### src/rtl/nsd_pkg.sv
package nsd_pkg;

  typedef enum logic [3:0] {
    FN_PFIX = 4'h2,
    FN_LDC  = 4'h4,
    FN_NFIX = 4'h6,
    FN_OPR  = 4'hF
  } direct_fn_e;

  localparam int unsigned IND_SWAP = 32'h00;
  localparam int unsigned IND_MINT = 32'h42;

  typedef enum logic [1:0] {
    SOP_HOLD = 2'd0,
    SOP_PUSH = 2'd1,
    SOP_SWAP = 2'd2
  } stack_op_e;

  typedef enum logic {
    PSEL_OPERAND = 1'b0,
    PSEL_MININT  = 1'b1
  } push_sel_e;

endpackage

### src/rtl/nsd_operand.sv
module nsd_operand #(
  parameter int WORD_W = 32
) (
  input  logic              clk,
  input  logic              rst_n,
  input  logic              step,
  input  logic [3:0]        nib,
  input  logic              is_pfix,
  input  logic              is_nfix,
  output logic [WORD_W-1:0] cur_operand,
  output logic [WORD_W-1:0] oreg_q
);

  localparam int NIB_W = 4;

  function automatic logic [WORD_W-1:0] merge_nib(input logic [WORD_W-1:0] r,
                                                  input logic [NIB_W-1:0] d);
    return {r[WORD_W-1:NIB_W], d};
  endfunction

  function automatic logic [WORD_W-1:0] pos_step(input logic [WORD_W-1:0] v);
    return v << NIB_W;
  endfunction

  function automatic logic [WORD_W-1:0] neg_step(input logic [WORD_W-1:0] v);
    return ~(v << NIB_W);
  endfunction

  logic [WORD_W-1:0] oreg_d;

  assign cur_operand = merge_nib(oreg_q, nib);

  always_comb begin
    oreg_d = oreg_q;
    if (step) begin
      if (is_pfix)      oreg_d = pos_step(cur_operand);
      else if (is_nfix) oreg_d = neg_step(cur_operand);
      else              oreg_d = '0;
    end
  end

  always_ff @(posedge clk) begin
    if (!rst_n) oreg_q <= '0;
    else        oreg_q <= oreg_d;
  end

endmodule

### src/rtl/nsd_decode.sv
module nsd_decode
  import nsd_pkg::*;
#(
  parameter int WORD_W = 32
) (
  input  logic              step,
  input  logic [3:0]        fn,
  input  logic [WORD_W-1:0] cur_operand,
  output logic              is_pfix,
  output logic              is_nfix,
  output stack_op_e         stack_op,
  output push_sel_e         push_sel,
  output logic              opr_hit,
  output logic              bad_code
);

  always_comb begin
    is_pfix  = 1'b0;
    is_nfix  = 1'b0;
    stack_op = SOP_HOLD;
    push_sel = PSEL_OPERAND;
    opr_hit  = 1'b0;
    bad_code = 1'b0;
    if (step) begin
      case (fn)
        FN_PFIX: is_pfix = 1'b1;
        FN_NFIX: is_nfix = 1'b1;
        FN_LDC:  stack_op = SOP_PUSH;
        FN_OPR: begin
          opr_hit = 1'b1;
          if (cur_operand == WORD_W'(IND_SWAP)) begin
            stack_op = SOP_SWAP;
          end else if (cur_operand == WORD_W'(IND_MINT)) begin
            stack_op = SOP_PUSH;
            push_sel = PSEL_MININT;
          end else begin
            bad_code = 1'b1;
          end
        end
        default: bad_code = 1'b1;
      endcase
    end
  end

endmodule

### src/rtl/nsd_stack.sv
module nsd_stack
  import nsd_pkg::*;
#(
  parameter int WORD_W = 32,
  parameter int DEPTH  = 3
) (
  input  logic                         clk,
  input  logic                         rst_n,
  input  stack_op_e                    op,
  input  logic [WORD_W-1:0]            push_val,
  output logic [DEPTH-1:0][WORD_W-1:0] levels
);

  logic [WORD_W-1:0] lvl_q [DEPTH];

  for (genvar i = 0; i < DEPTH; i++) begin : g_lvl
    if (i == 0) begin : g_top
      always_ff @(posedge clk) begin
        if (!rst_n) lvl_q[i] <= '0;
        else begin
          case (op)
            SOP_PUSH: lvl_q[i] <= push_val;
            SOP_SWAP: lvl_q[i] <= lvl_q[1];
            default:  lvl_q[i] <= lvl_q[i];
          endcase
        end
      end
    end else if (i == 1) begin : g_second
      always_ff @(posedge clk) begin
        if (!rst_n) lvl_q[i] <= '0;
        else begin
          case (op)
            SOP_PUSH: lvl_q[i] <= lvl_q[0];
            SOP_SWAP: lvl_q[i] <= lvl_q[0];
            default:  lvl_q[i] <= lvl_q[i];
          endcase
        end
      end
    end else begin : g_deep
      always_ff @(posedge clk) begin
        if (!rst_n)              lvl_q[i] <= '0;
        else if (op == SOP_PUSH) lvl_q[i] <= lvl_q[i-1];
      end
    end
    assign levels[i] = lvl_q[i];
  end

endmodule

### src/rtl/nibble_stack_decoder.sv
module nibble_stack_decoder
  import nsd_pkg::*;
#(
  parameter int                WORD_W     = 32,
  parameter int                ADDR_W     = 32,
  parameter int                DEPTH      = 3,
  parameter logic [ADDR_W-1:0] START_ADDR = 32'h0000_0100
) (
  input  logic              clk,
  input  logic              rst_n,
  input  logic [7:0]        instr_byte,
  input  logic              instr_valid,
  output logic [ADDR_W-1:0] ip,
  output logic [WORD_W-1:0] reg_a,
  output logic [WORD_W-1:0] reg_b,
  output logic [WORD_W-1:0] reg_c,
  output logic              indirect_fire,
  output logic              illegal_op
);

  localparam logic [WORD_W-1:0] MIN_WORD = {1'b1, {(WORD_W-1){1'b0}}};

  logic [3:0]        fn_nib;
  logic [3:0]        data_nib;
  logic [WORD_W-1:0] cur_operand;
  logic [WORD_W-1:0] oreg_q;
  logic              is_pfix;
  logic              is_nfix;
  logic              is_prefix;
  stack_op_e         stack_op;
  push_sel_e         push_sel;
  logic              opr_hit;
  logic              bad_code;
  logic              push_en;
  logic              swap_en;
  logic [WORD_W-1:0] push_val;
  logic [DEPTH-1:0][WORD_W-1:0] levels;
  logic [ADDR_W-1:0] ip_q;
  logic              fire_q;
  logic              bad_q;

  assign fn_nib    = instr_byte[7:4];
  assign data_nib  = instr_byte[3:0];
  assign is_prefix = is_pfix | is_nfix;
  assign push_en   = (stack_op == SOP_PUSH);
  assign swap_en   = (stack_op == SOP_SWAP);
  assign push_val  = (push_sel == PSEL_MININT) ? MIN_WORD : cur_operand;

  nsd_operand #(.WORD_W(WORD_W)) u_operand (
    .clk         (clk),
    .rst_n       (rst_n),
    .step        (instr_valid),
    .nib         (data_nib),
    .is_pfix     (is_pfix),
    .is_nfix     (is_nfix),
    .cur_operand (cur_operand),
    .oreg_q      (oreg_q)
  );

  nsd_decode #(.WORD_W(WORD_W)) u_decode (
    .step        (instr_valid),
    .fn          (fn_nib),
    .cur_operand (cur_operand),
    .is_pfix     (is_pfix),
    .is_nfix     (is_nfix),
    .stack_op    (stack_op),
    .push_sel    (push_sel),
    .opr_hit     (opr_hit),
    .bad_code    (bad_code)
  );

  nsd_stack #(.WORD_W(WORD_W), .DEPTH(DEPTH)) u_stack (
    .clk      (clk),
    .rst_n    (rst_n),
    .op       (stack_op),
    .push_val (push_val),
    .levels   (levels)
  );

  always_ff @(posedge clk) begin
    if (!rst_n) begin
      ip_q   <= START_ADDR;
      fire_q <= 1'b0;
      bad_q  <= 1'b0;
    end else begin
      if (instr_valid) ip_q <= ip_q + ADDR_W'(1);
      fire_q <= opr_hit;
      bad_q  <= bad_code;
    end
  end

  assign ip            = ip_q;
  assign reg_a         = levels[0];
  assign reg_b         = levels[1];
  assign reg_c         = levels[2];
  assign indirect_fire = fire_q;
  assign illegal_op    = bad_q;

endmodule

### config.mk
export PLATFORM = sky130hd
export DESIGN_NAME = nibble_stack_decoder
export DESIGN_NICKNAME = d
export VERILOG_FILES = /design/src/rtl/nsd_pkg.sv /design/src/rtl/nsd_operand.sv /design/src/rtl/nsd_decode.sv /design/src/rtl/nsd_stack.sv /design/src/rtl/nibble_stack_decoder.sv
export SDC_FILE = /design/constraint.sdc
export NUM_CORES = 1
export LEC_CHECK = 0
export CAP_MARGIN = 20
export CORE_ASPECT_RATIO = 2
export CORE_MARGIN = 5
export CORE_UTILIZATION = 53
export DETAILED_ROUTE_END_ITERATION = 6
export GPL_TIMING_DRIVEN = 0
export PLACE_DENSITY = 0.78
export SETUP_SLACK_MARGIN = 0.2
export SLEW_MARGIN = 10
export SYNTH_ARGS = -nofsm -noshare
export SYNTH_HDL_FRONTEND = slang
export SYNTH_HIERARCHICAL = 1
export SYNTH_SLANG_ARGS = --single-unit
### constraint.sdc
create_clock -name clk -period 10.6 [get_ports clk]
set_clock_uncertainty 0.15 [all_clocks]
set_input_delay 2.65 -clock clk [delete_from_list [all_inputs] [get_ports clk]]
set_output_delay 2.65 -clock clk [all_outputs]
set_load 0.02 [all_outputs]
[After elaboration in Yosys (flattened, before gate mapping)]
Memories as Yosys holds them, arrays and structs flattened.
Index checks and enable logic that the tools add are counted.
Storage, ports and cells
  output and inout port bits: 130
  logic and storage cells: 61
  memories kept: 1
  register bits after elaboration: 66
  memory bits (writable): 96
  input port bits: 11
Memories
  u_stack.lvl_q: depth 3, bits a word 32, rd ports 3, clocked after memory_dff 0, wr ports 3, line nsd_stack.sv:14  | logic [WORD_W-1:0] lvl_q [DEPTH];
Operators by class
  $add $sub $neg: 1
  reduce and logical (&&, ||, !) cells: 4
  mux-type cells: 36
  eq/ne operators: 7
  bitwise logic cells: 8
Operator list (number)
  two-way mux 32 bit: 10
  adder 32 x 1 -> 32 bit (second input constant): 1
  equality test 32 x 7 -> 1 bit (second input constant): 1
  logical NOT 32 bit: 1
  NOT 32 bit: 1
  two-way mux 1 bit: 22
  equality test 4 x 3 -> 1 bit (second input constant): 2
  bitwise OR 1 bit: 7
  equality test 4 x 2 -> 1 bit (second input constant): 1
  equality test 4 bit (second input constant): 1
  two-way mux 2 bit: 2
  case mux 2 bit (2 select lines): 1
  OR reduction 3 bit: 1
  equality test 2 x 1 -> 1 bit (second input constant): 1
  equality test 2 bit (second input constant): 1
  case mux 1 bit (2 select lines): 1
  AND reduction 2 bit: 1
  OR reduction 2 bit: 1

[Depth between registers and ports, before layout]
Gate-level depths: netlist of the first run.
  depth in word-level cells: 12
  gate-level depth with buffers: 12
  gate-level depth less buffers: 8

[Modules after synthesis]
Netlist of the first run, hierarchy kept.
Modules (own cells, without submodules)
  nsd_stack: cells each 289, area an instance 4092.7 um^2, times used 1, seq. area each 2882.8 um^2
  nibble_stack_decoder: cells each 221, area an instance 1796.7 um^2, times used 1, seq. area each 680.7 um^2
  nsd_operand: cells each 197, area an instance 1625.3 um^2, times used 1, seq. area each 580.6 um^2
  nsd_decode: cells each 28, area an instance 173.9 um^2, times used 1, seq. area each 0.0 um^2

[Worst setup path before layout of the first run]
No wires, ideal clock.
  path type: input port to flip-flop
  start point: in instr_byte[0]
  end point: mem u_stack.lvl_q[0][0], enable pin
  path buffers: 3
  library setup time: 574 ps
  arrival: 8755 ps
  setup slack: 1121 ps
  data required time: 9876 ps
  stages on the path: 10
  cells stage by stage: buf_4 > nor4_1 > nand4_1 > or2_1 > nor4_1 > ha_1 > buf_6 > buf_6 > nor2_1 > o21ai_0
RTL lines
  from (decl): line nibble_stack_decoder.sv:11  | input logic [7:0] instr_byte,
  to (decl): line nsd_stack.sv:14

==> flow_summary_export.csv, run 1 <==
group,metric,value,unit
placed_design,place_hpwl,15.9,mm
clock_network,ctsResizeCount,0,
detailed_routing,drtPass1Iterations,5,
clock_network,cts_root_buf,"clkbuf_16",
floorplan,num_rows,61,
critical_path,required,10570,ps
critical_path,critPathSlowestCell,"clkdlybuf4s50_1",
clock_network,ctsHoldBuffers,0,
layout,area_growth,30.4,%
sta,worst-slew-pin-transition,779,ps
logic_synthesis,netlist_instances,700,
critical_path,reg2reg_depth,11,
placed_design,placed_area,9110,um2
critical_path,cp.arrival,5970,ps
layout,fillers,1051,
hold_path,hold_depth,2,
critical_path,reg2reg_to,"u_stack/lvl_q[0][29]$_DFFE_PP_",
clock_network,clock_latency,420,ps
sta,max_freq,167,MHz
hold_path,hold_path.startpoint,"ip[31]$_SDFFE_PN0P_",
clock_network,tritoncts,"done",
clock_network,cts.reportedPaths.clkPinSlew,60,ps
logic_synthesis,ys_warn_count,6,
detailed_routing,wirelength,20.2,mm
layout,diodes,0,
floorplan,die_h,177,um
grt,grt_use_met1,0.234,
placed_design,place_inst,1031,
critical_path,crit_type,"in2reg",
floorplan,fp.dieArea,16600,um2
power,p_leak,3.42,nW
layout,multiInputGateArea,2940,um2
hold_path,hold_path.class,"reg2reg",
layout,layout_commonest_cell,"clkdlybuf4s50_1",
critical_path,max_stage_delay,440,ps
grt,grt_pass1_wl,31.3,mm
power,powerDensity,141,nW/um2
hold_path,min_to,"ip[31]$_SDFFE_PN0P_",
detailed_routing,wl_per_cell,19.0,um
detailed_routing,vias_per_cell,5.68,
floorplan,initial_utilization,0.537,
detailed_routing,route.detailed.drc,0,
clock_network,cts-buffers-inserted,17,
power,power,0.00137,W
layout,layout_common_cells,"140 x clkdlybuf4s50_1, 96 x edfxtp_1, 62 x dfxtp_1",
power,ir_drop,0.116,mV
sta,slew-limit-headroom,0.481,
grt,met3_usage,0.0447,
logic_synthesis,synth_nets,714,
layout,drive_gt1_frac,0.111,
grt,antenna_found_initial,0,
sta,setup_violations,0,
clock_network,clock_path_buffers,2,
floorplan,ios,141,
clock_network,h-tree-depth,4,
grt,grt_usage,0.247,
sta,hold_violations,0,
sta,post-route-period-util,0.566,
layout,seq_area,4120,um2
sta,slew_viol_final,0,
layout,stdcell_area,9670,um2
grt,grt_max_degree,33,
critical_path,reg2reg_from,"u_operand/oreg_q[23]$_SDFFE_PN0P_",
critical_path,crit_path_end_kind,"register",
sta,rsz0062_at_grt,"false",
detailed_routing,ant_nets,0,
grt,grt_overflow,0,
clock_network,postCtsSetupRepairBufs,0,
critical_path,regToRegSetupSlack,7040,ps
critical_path,path_max_fanout,29,
placed_design,port_buffers,140,
detailed_routing,via_count,6033,
grt,met2_usage,0.485,
layout,fin_nets,875,
floorplan,die_w,93.6,um
sta,fin_crit,6000,ps
placed_design,place.gp.congestion,0.910,
logic_synthesis,syn_area_per_cell,10.6,um2
layout,finalNonFillerCells,1063,
critical_path,start_kind,"primary input",
critical_path,crit_chain,"clkdlybuf4s50_1 -> buf_4 -> nor4_1 -> nand4_1 -> or2_1 -> nor4_1 -> ha_1 -> buf_6 -> buf_6 -> nor2_1 -> o21ai_4 -> buf_16 -> buf_12",
job,max_cap_viol_count,0,
grt,grt-busiest-layer,"met2",
grt,grt_pass1_vias,6090,
detailed_routing,drt_iter0_drc,325,
outcome,outcome,"complete, no violations",
clock_network,cts.sinks,158,
floorplan,core-area,13800,um2
logic_synthesis,syn_area,7410,um2
==> state kept, by name, indices dropped and copies added (netlist names) <==
| register | count |
|---|---|
| u_stack/lvl_q | 96 |
| ip | 32 |
| u_operand/oreg_q | 28 |
| illegal_op | 1 |
| indirect_fire | 1 |
==> cell type report <==
cell class | count | area share
multi-input cells | 478 | 0.304
well taps | 189 | 0.0245
flip-flops and latches | 158 | 0.427
repair buffers | 142 | 0.150
clock buffers | 18 | 0.0466
plain buffers | 56 | 0.0351
clock inverters | 14 | 0.0109
inverters | 8 | 0.00311
==> per-layer routing <==
| layer | vias to the layer above | wire (um) | share of wire |
|---|---|---|---|
| met2 | 215 | 11500 | 0.57 |
| li1 | 2870 | - | - |
| met5 | - | 0 | 0 |
| met1 | 2900 | 6620 | 0.33 |
| met3 | 48 | 1040 | 0.051 |
| met4 | 0 | 1010 | 0.050 |
==> worst max path at each step <==
| stage | from | end | cells past startpoint |
|---|---|---|---|
| final | instr_byte[0] | u_stack/lvl_q[0][29]$_DFFE_PP_ | 13 |
| after global routing | instr_byte[0] | u_stack/lvl_q[0][18]$_DFFE_PP_ | 13 |
| after CTS | instr_byte[0] | u_stack/lvl_q[0][18]$_DFFE_PP_ | 13 |
| after detailed placement | instr_byte[0] | u_stack/lvl_q[0][25]$_DFFE_PP_ | 13 |
| after global placement | instr_byte[0] | u_stack/lvl_q[0][24]$_DFFE_PP_ | 11 |
| after floorplan | instr_byte[0] | u_stack/lvl_q[0][0]$_DFFE_PP_ | 10 |
==> power breakdown <==
part           leakage (nW)  switching, W  internal, W
Combinational          1.66     0.0000634    0.0000478
Sequential             1.50     0.0000175     0.000671
Clock                 0.271      0.000252     0.000316
==> critical path, delay by kind of cell <==
family | cells | cell delay [ps]
buffers and inverters | 6 | 1370
AOI/OAI and AO/OA | 1 | 370
and+or+nand+nor | 5 | 1230
adders and majority gates | 1 | 310
==> per-stage QoR <==
| step | TNS, ps | util | hold WS (ps) | setup WS, ps |
|---|---|---|---|---|
| after floorplan | 0 | - | 326 | 1120 |
| after global placement | -60940 | 0.655 | 308 | -955 |
| after detailed placement | 0 | 0.660 | 320 | 4190 |
| after CTS | 0 | 0.700 | 329 | 4610 |
| after global routing | 0 | 0.700 | 374 | 4370 |
| final | 0 | 0.700 | 327 | 4600 |
(Power assumes the default switching activity.)
==> run 2: changes to the inputs <==
Settings changed: CORE_UTILIZATION 53 to 48, PLACE_DENSITY 0.78 to 0.74.
Clock period 10.6 ns to 5.3 ns, I/O delays scaled along.
==> run 2 against run 1 <==
Via count fell by 1.2%; critical path depth fell by 1; worst hold slack improved by 3.1 ps; core utilization fell by 6.6 points; sequential power rose by 100%; critical path type unchanged; largest cell class unchanged; highest routed layer unchanged.
==> flow_summary_export.csv, run 2 (synthesis gave the netlist of run 1 again) <==
group,metric,value,unit
layout,fillers,1241,
hold_path,hold_path.startpoint,"ip[31]$_SDFFE_PN0P_",
detailed_routing,maxUsedRoutingLayer,"met4",
layout,drive_gt1_frac,0.108,
sta,worst-slew-pin-transition,735,ps
floorplan,core-area,15200,um2
power,power,0.00268,W
floorplan,fp.dieArea,18200,um2
placed_design,place_hpwl,16.2,mm
critical_path,path_max_fanout,31,
job,max_cap_viol_count,0,
detailed_routing,via_count,5958,
clock_network,cts_root_buf,"clkbuf_16",
critical_path,crit_path_end_kind,"register",
sta,slew_viol_final,0,
detailed_routing,vias_per_cell,5.56,
detailed_routing,wirelength,20.4,mm
layout,diodes,0,
clock_network,ctsResizeCount,0,
layout,fin_nets,875,
sta,rsz0062_at_grt,"false",
detailed_routing,wl_met1,6.95,mm
hold_path,hold_depth,2,
power,powerDensity,278,nW/um2
layout,top_register,"u_stack/lvl_q",
clock_network,postCtsSetupRepairBufs,0,
clock_network,cts.reportedPaths.clkPinSlew,60,ps
grt,grt_pass1_wl,31.8,mm
grt,grt_overflow,0,
placed_design,place.gp.congestion,0.892,
sta,post-route-period-util,0.848,
sta,fin_crit,4490,ps
critical_path,regToRegSetupSlack,1970,ps
grt,antenna_found_initial,0,
sta,hold_slack,330,ps
detailed_routing,dr_wl_met3,912,um
detailed_routing,wl_per_cell,19.1,um
critical_path,reg2reg_from,"u_operand/oreg_q[18]$_SDFFE_PN0P_",
layout,largest_reg_flops,96,
grt,grt_usage,0.224,
grt,grt_max_degree,33,
sta,setup_violations,0,
layout,fin_util,0.634,
floorplan,die_h,186,um
detailed_routing,ant_nets,0,
critical_path,reg2reg_to,"u_stack/lvl_q[1][24]$_DFFE_PP_",
hold_path,hold_path.class,"reg2reg",
floorplan,num_rows,64,
layout,layout_common_cells,"140 x clkdlybuf4s50_1, 96 x edfxtp_1, 62 x dfxtp_1",
sta,max_freq,222,MHz
clock_network,ctsHoldBuffers,0,
sta,finalSetupTns,0,ps
clock_network,h-tree-depth,4,
sta,hold_violations,0,
critical_path,crit_type,"in2reg",
floorplan,initial_utilization,0.487,
detailed_routing,route.detailed.drc,0,
detailed_routing,drt_iter0_drc,283,
clock_network,clock_latency,410,ps
clock_network,cts-buffers-inserted,17,
critical_path,reg2reg_depth,10,
clock_network,clock_path_buffers,2,
critical_path,start_kind,"primary input",
detailed_routing,wl_met2,11.5,mm
power,p_leak,3.39,nW
hold_path,min_to,"ip[31]$_SDFFE_PN0P_",
clock_network,tritoncts,"done",
sta,slew-limit-headroom,0.510,
outcome,outcome,"complete, no violations",
detailed_routing,drtPass1Iterations,5,
layout,layout_commonest_cell,"clkdlybuf4s50_1",
critical_path,required,5260,ps
sta,setup_slack,805,ps
floorplan,die_w,97.9,um
critical_path,cp.arrival,4450,ps
placed_design,port_buffers,140,
placed_design,post-place-ws,435,ps
floorplan,ios,141,
layout,area_growth,30.1,%
power,ir_drop,0.252,mV
grt,grt_pass1_vias,6116,
clock_network,cts.sinks,158,
-- run 2: changes by cell type in the layout (fill, tap and decap cells not counted) --
cell / delta
inv_4: -1
clkbuf_1: +1
clkinv_1: +2
inv_6: -3
clkbuf_16: -1
clkinvlp_4: +5
clkinv_2: -1
clkinv_4: -2
-- run 2: worst max path at each step --
| stage | start | endpoint | slack (ps) | depth (start not counted) |
|---|---|---|---|---|
| finish | instr_byte[0] | u_stack/lvl_q[1][24]$_DFFE_PP_ | 810 | 12 |
| global route | instr_byte[0] | u_stack/lvl_q[1][25]$_DFFE_PP_ | 650 | 12 |
| CTS | instr_byte[0] | u_stack/lvl_q[0][31]$_DFFE_PP_ | 880 | 12 |
| detailed placement | instr_byte[0] | u_stack/lvl_q[0][25]$_DFFE_PP_ | 430 | 12 |
| global placement | instr_byte[0] | u_stack/lvl_q[1][24]$_DFFE_PP_ | -350 | 11 |
| floorplan | instr_byte[0] | u_stack/lvl_q[0][0]$_DFFE_PP_ | 720 | 10 |
-- run 2: layout make-up --
cell class,instances,area (um2),area share
flip-flops and latches,158,4120,0.427
multi-input cells,478,2940,0.304
repair buffers,142,1450,0.150
clock buffers,18,429,0.0445
plain buffers,56,339,0.0351
well taps,198,248,0.0257
clock inverters,14,95.1,0.00985
inverters,8,30.0,0.00311
-- run 2: worst max-delay path: stages --
cell and delay, ps:
clkdlybuf4s50_1 450, buf_4 160, nor4_1 300, nand4_1 240, or2_1 320, nor4_1 340
ha_1 310, buf_6 160, buf_6 150, nor2_1 70, o21ai_4 350, buf_12 260
-- run 2: power by group --
part / internal (W) / switching (W)
Combinational: 0.0000956 / 0.000126
Clock: 0.000595 / 0.000484
Sequential: 0.00134 / 0.0000347
-- run 2: metal layers --
| layer | GRT usage | up-vias |
|---|---|---|
| met5 | 0 | - |
| met4 | 0.129 | 0 |
| met3 | 0.0360 | 51 |
| met2 | 0.447 | 202 |
| met1 | 0.209 | 2840 |
| li1 | - | 2865 |
-- run 2: stage by stage --
step,cell area [um2],std cells
after global routing,9650,1072
after detailed placement,9130,1040
after floorplan,7430,700
final,9650,1072
after global placement,9070,1038
after CTS,9650,1072
==> run 3: changes to the inputs <==
Clock period 5.3 ns to 4 ns, I/O delays scaled along.
==> run 3 against run 2 <==
Register-to-register slack worse by 960 ps; die area unchanged; global-route usage down 0.30 points; count of clock-buffer cells in the layout up 2; flip-flop and latch count unchanged; first-iteration DRC count up 8.1%; highest routed layer unchanged.
==> flow_summary_export.csv, run 3 (synthesis gave the netlist of run 1 again) <==
group,metric,value,unit
detailed_routing,wl_per_cell,19.0,um
critical_path,path_max_fanout,14,
sta,setup_violations,0,
clock_network,cts.sinks,158,
floorplan,initial_utilization,0.487,
placed_design,place_inst,1040,
hold_path,hold_depth,2,
detailed_routing,drt_iter0_drc,306,
layout,fin_util,0.649,
grt,grt-busiest-layer,"met2",
layout,area_growth,33.1,%
layout,fillers,1210,
grt,met3_usage,0.0345,
placed_design,place_hpwl,15.9,mm
layout,top_register,"u_stack/lvl_q",
layout,diodes,0,
clock_network,cts-buffers-inserted,17,
critical_path,crit_path_end_kind,"register",
critical_path,required,3980,ps
hold_path,hold_path.startpoint,"ip[31]$_SDFFE_PN0P_",
sta,rsz0062_at_grt,"false",
critical_path,crit_type,"in2reg",
sta,fin_crit,3720,ps
detailed_routing,via_count,6027,
detailed_routing,vias_per_cell,5.59,
floorplan,num_rows,64,
layout,drive_gt1_frac,0.124,
grt,grt_usage,0.221,
critical_path,reg2reg_from,"u_operand/oreg_q[14]$_SDFFE_PN0P_",
grt,antenna_found_initial,0,
grt,grt_pass1_vias,6063,
grt,met2_usage,0.441,
layout,stdcell_area,9870,um2
critical_path,regToRegSetupSlack,1010,ps
floorplan,fp.dieArea,18200,um2
critical_path,reg2reg_to,"u_stack/lvl_q[0][13]$_DFFE_PP_",
clock_network,ctsHoldBuffers,0,
placed_design,place.gp.congestion,0.936,
clock_network,h-tree-depth,4,
layout,largest_reg_flops,96,
job,max_cap_viol_count,0,
sta,hold_slack,322,ps
floorplan,ios,141,
critical_path,start_kind,"primary input",
grt,grt_pass1_wl,31.2,mm
floorplan,die_w,97.9,um
outcome,outcome,"complete, no violations",
hold_path,hold_path.class,"reg2reg",
sta,post-route-period-util,0.931,
power,ir_drop,0.290,mV
detailed_routing,wirelength,20.4,mm
clock_network,cts.reportedPaths.clkPinSlew,60,ps
floorplan,core-area,15200,um2
critical_path,crit_start,"instr_byte[3]",
placed_design,port_buffers,140,
sta,max_freq,269,MHz
sta,slew-limit-headroom,0.567,
critical_path,critical_path.endpoint,"u_stack/lvl_q[0][13]$_DFFE_PP_",
power,powerDensity,372,nW/um2
detailed_routing,drtPass1Iterations,5,
grt,grt_max_degree,33,
grt,grt_use_met1,0.212,
sta,worst-slew-pin-transition,645,ps
sta,hold_violations,0,
clock_network,cts_root_buf,"clkbuf_16",
critical_path,reg2reg_depth,11,
clock_network,clock_path_buffers,2,
placed_design,placed_area,9150,um2
layout,layout_common_cells,"140 x clkdlybuf4s50_1, 96 x edfxtp_1, 62 x dfxtp_1",
detailed_routing,ant_nets,0,
layout,finalNonFillerCells,1078,
power,p_leak,3.51,nW
floorplan,die_h,186,um
layout,fin_nets,881,
sta,slew_viol_final,0,
grt,grt_overflow,0,
detailed_routing,route.detailed.drc,0,
clock_network,tritoncts,"done",
critical_path,cp.arrival,3700,ps
layout,layout_commonest_cell,"clkdlybuf4s50_1",
clock_network,clock_latency,420,ps
## run 3: worst min path at each step
stage	end	slack, ps
floorplan	u_operand/oreg_q[29]$_SDFFE_PN0P_	330
global placement	ip[31]$_SDFFE_PN0P_	310
detailed placement	ip[31]$_SDFFE_PN0P_	330
CTS	ip[31]$_SDFFE_PN0P_	330
global route	ip[31]$_SDFFE_PN0P_	370
finish	ip[31]$_SDFFE_PN0P_	320
## run 3: stage by stage
| step | setup WS, ps | power, W | TNS (ps) |
|---|---|---|---|
| 2_1_floorplan | -160 | 0.00200 | -10240 |
| 3_5_place_dp | -342 | 0.00216 | -29340 |
| 3_3_place_gp | -1240 | 0.00214 | -103640 |
| 5_1_grt | 166 | 0.00382 | 0 |
| 4_1_cts | 211 | 0.00371 | 0 |
| 6_report | 276 | 0.00368 | 0 |
## run 3: repair_timing
action | CTS | global route
cloned | 1 | 1
endpoints found under the setup margin | 60 | 92
pin swaps | 3 | 5
buffers inserted | 3 | 1
gates resized for setup | 0 | 7
## run 3: report_power, final
group | leakage (nW) | internal [W] | switching [W]
clock | 0.287 | 0.000881 | 0.000660
sequential | 1.50 | 0.00178 | 0.0000462
combinational | 1.73 | 0.000138 | 0.000172
total | 3.51 | 0.00280 | 0.000878
## run 3: cell type report
type                       instances  area (um2)  area share
timing repair buffer             148        1550       0.157
clock buffer                      20         479      0.0486
buffer                            56         352      0.0356
inverter                           8        30.0     0.00304
clock inverter                    12        98.8      0.0100
multi-input combinational        478        2990       0.303
tap                              198         248      0.0251
sequential                       158        4120       0.418
## run 3: layer usage
metal	vias to the layer above	part of all wire
met4	0	0.041
met2	214	0.57
met3	49	0.045
li1	2884	-
met1	2880	0.34
met5	-	0
## run 3: critical path, cell delays in order
cell and delay, ps:
clkdlybuf4s50_1 450, buf_6 150, nor4_4 210, nand4_1 220, or2_4 330, nor4_4 240
ha_2 240, buf_6 140, buf_12 140, nor2_4 50, o21ai_4 190, buf_12 160
clkbuf_16 170
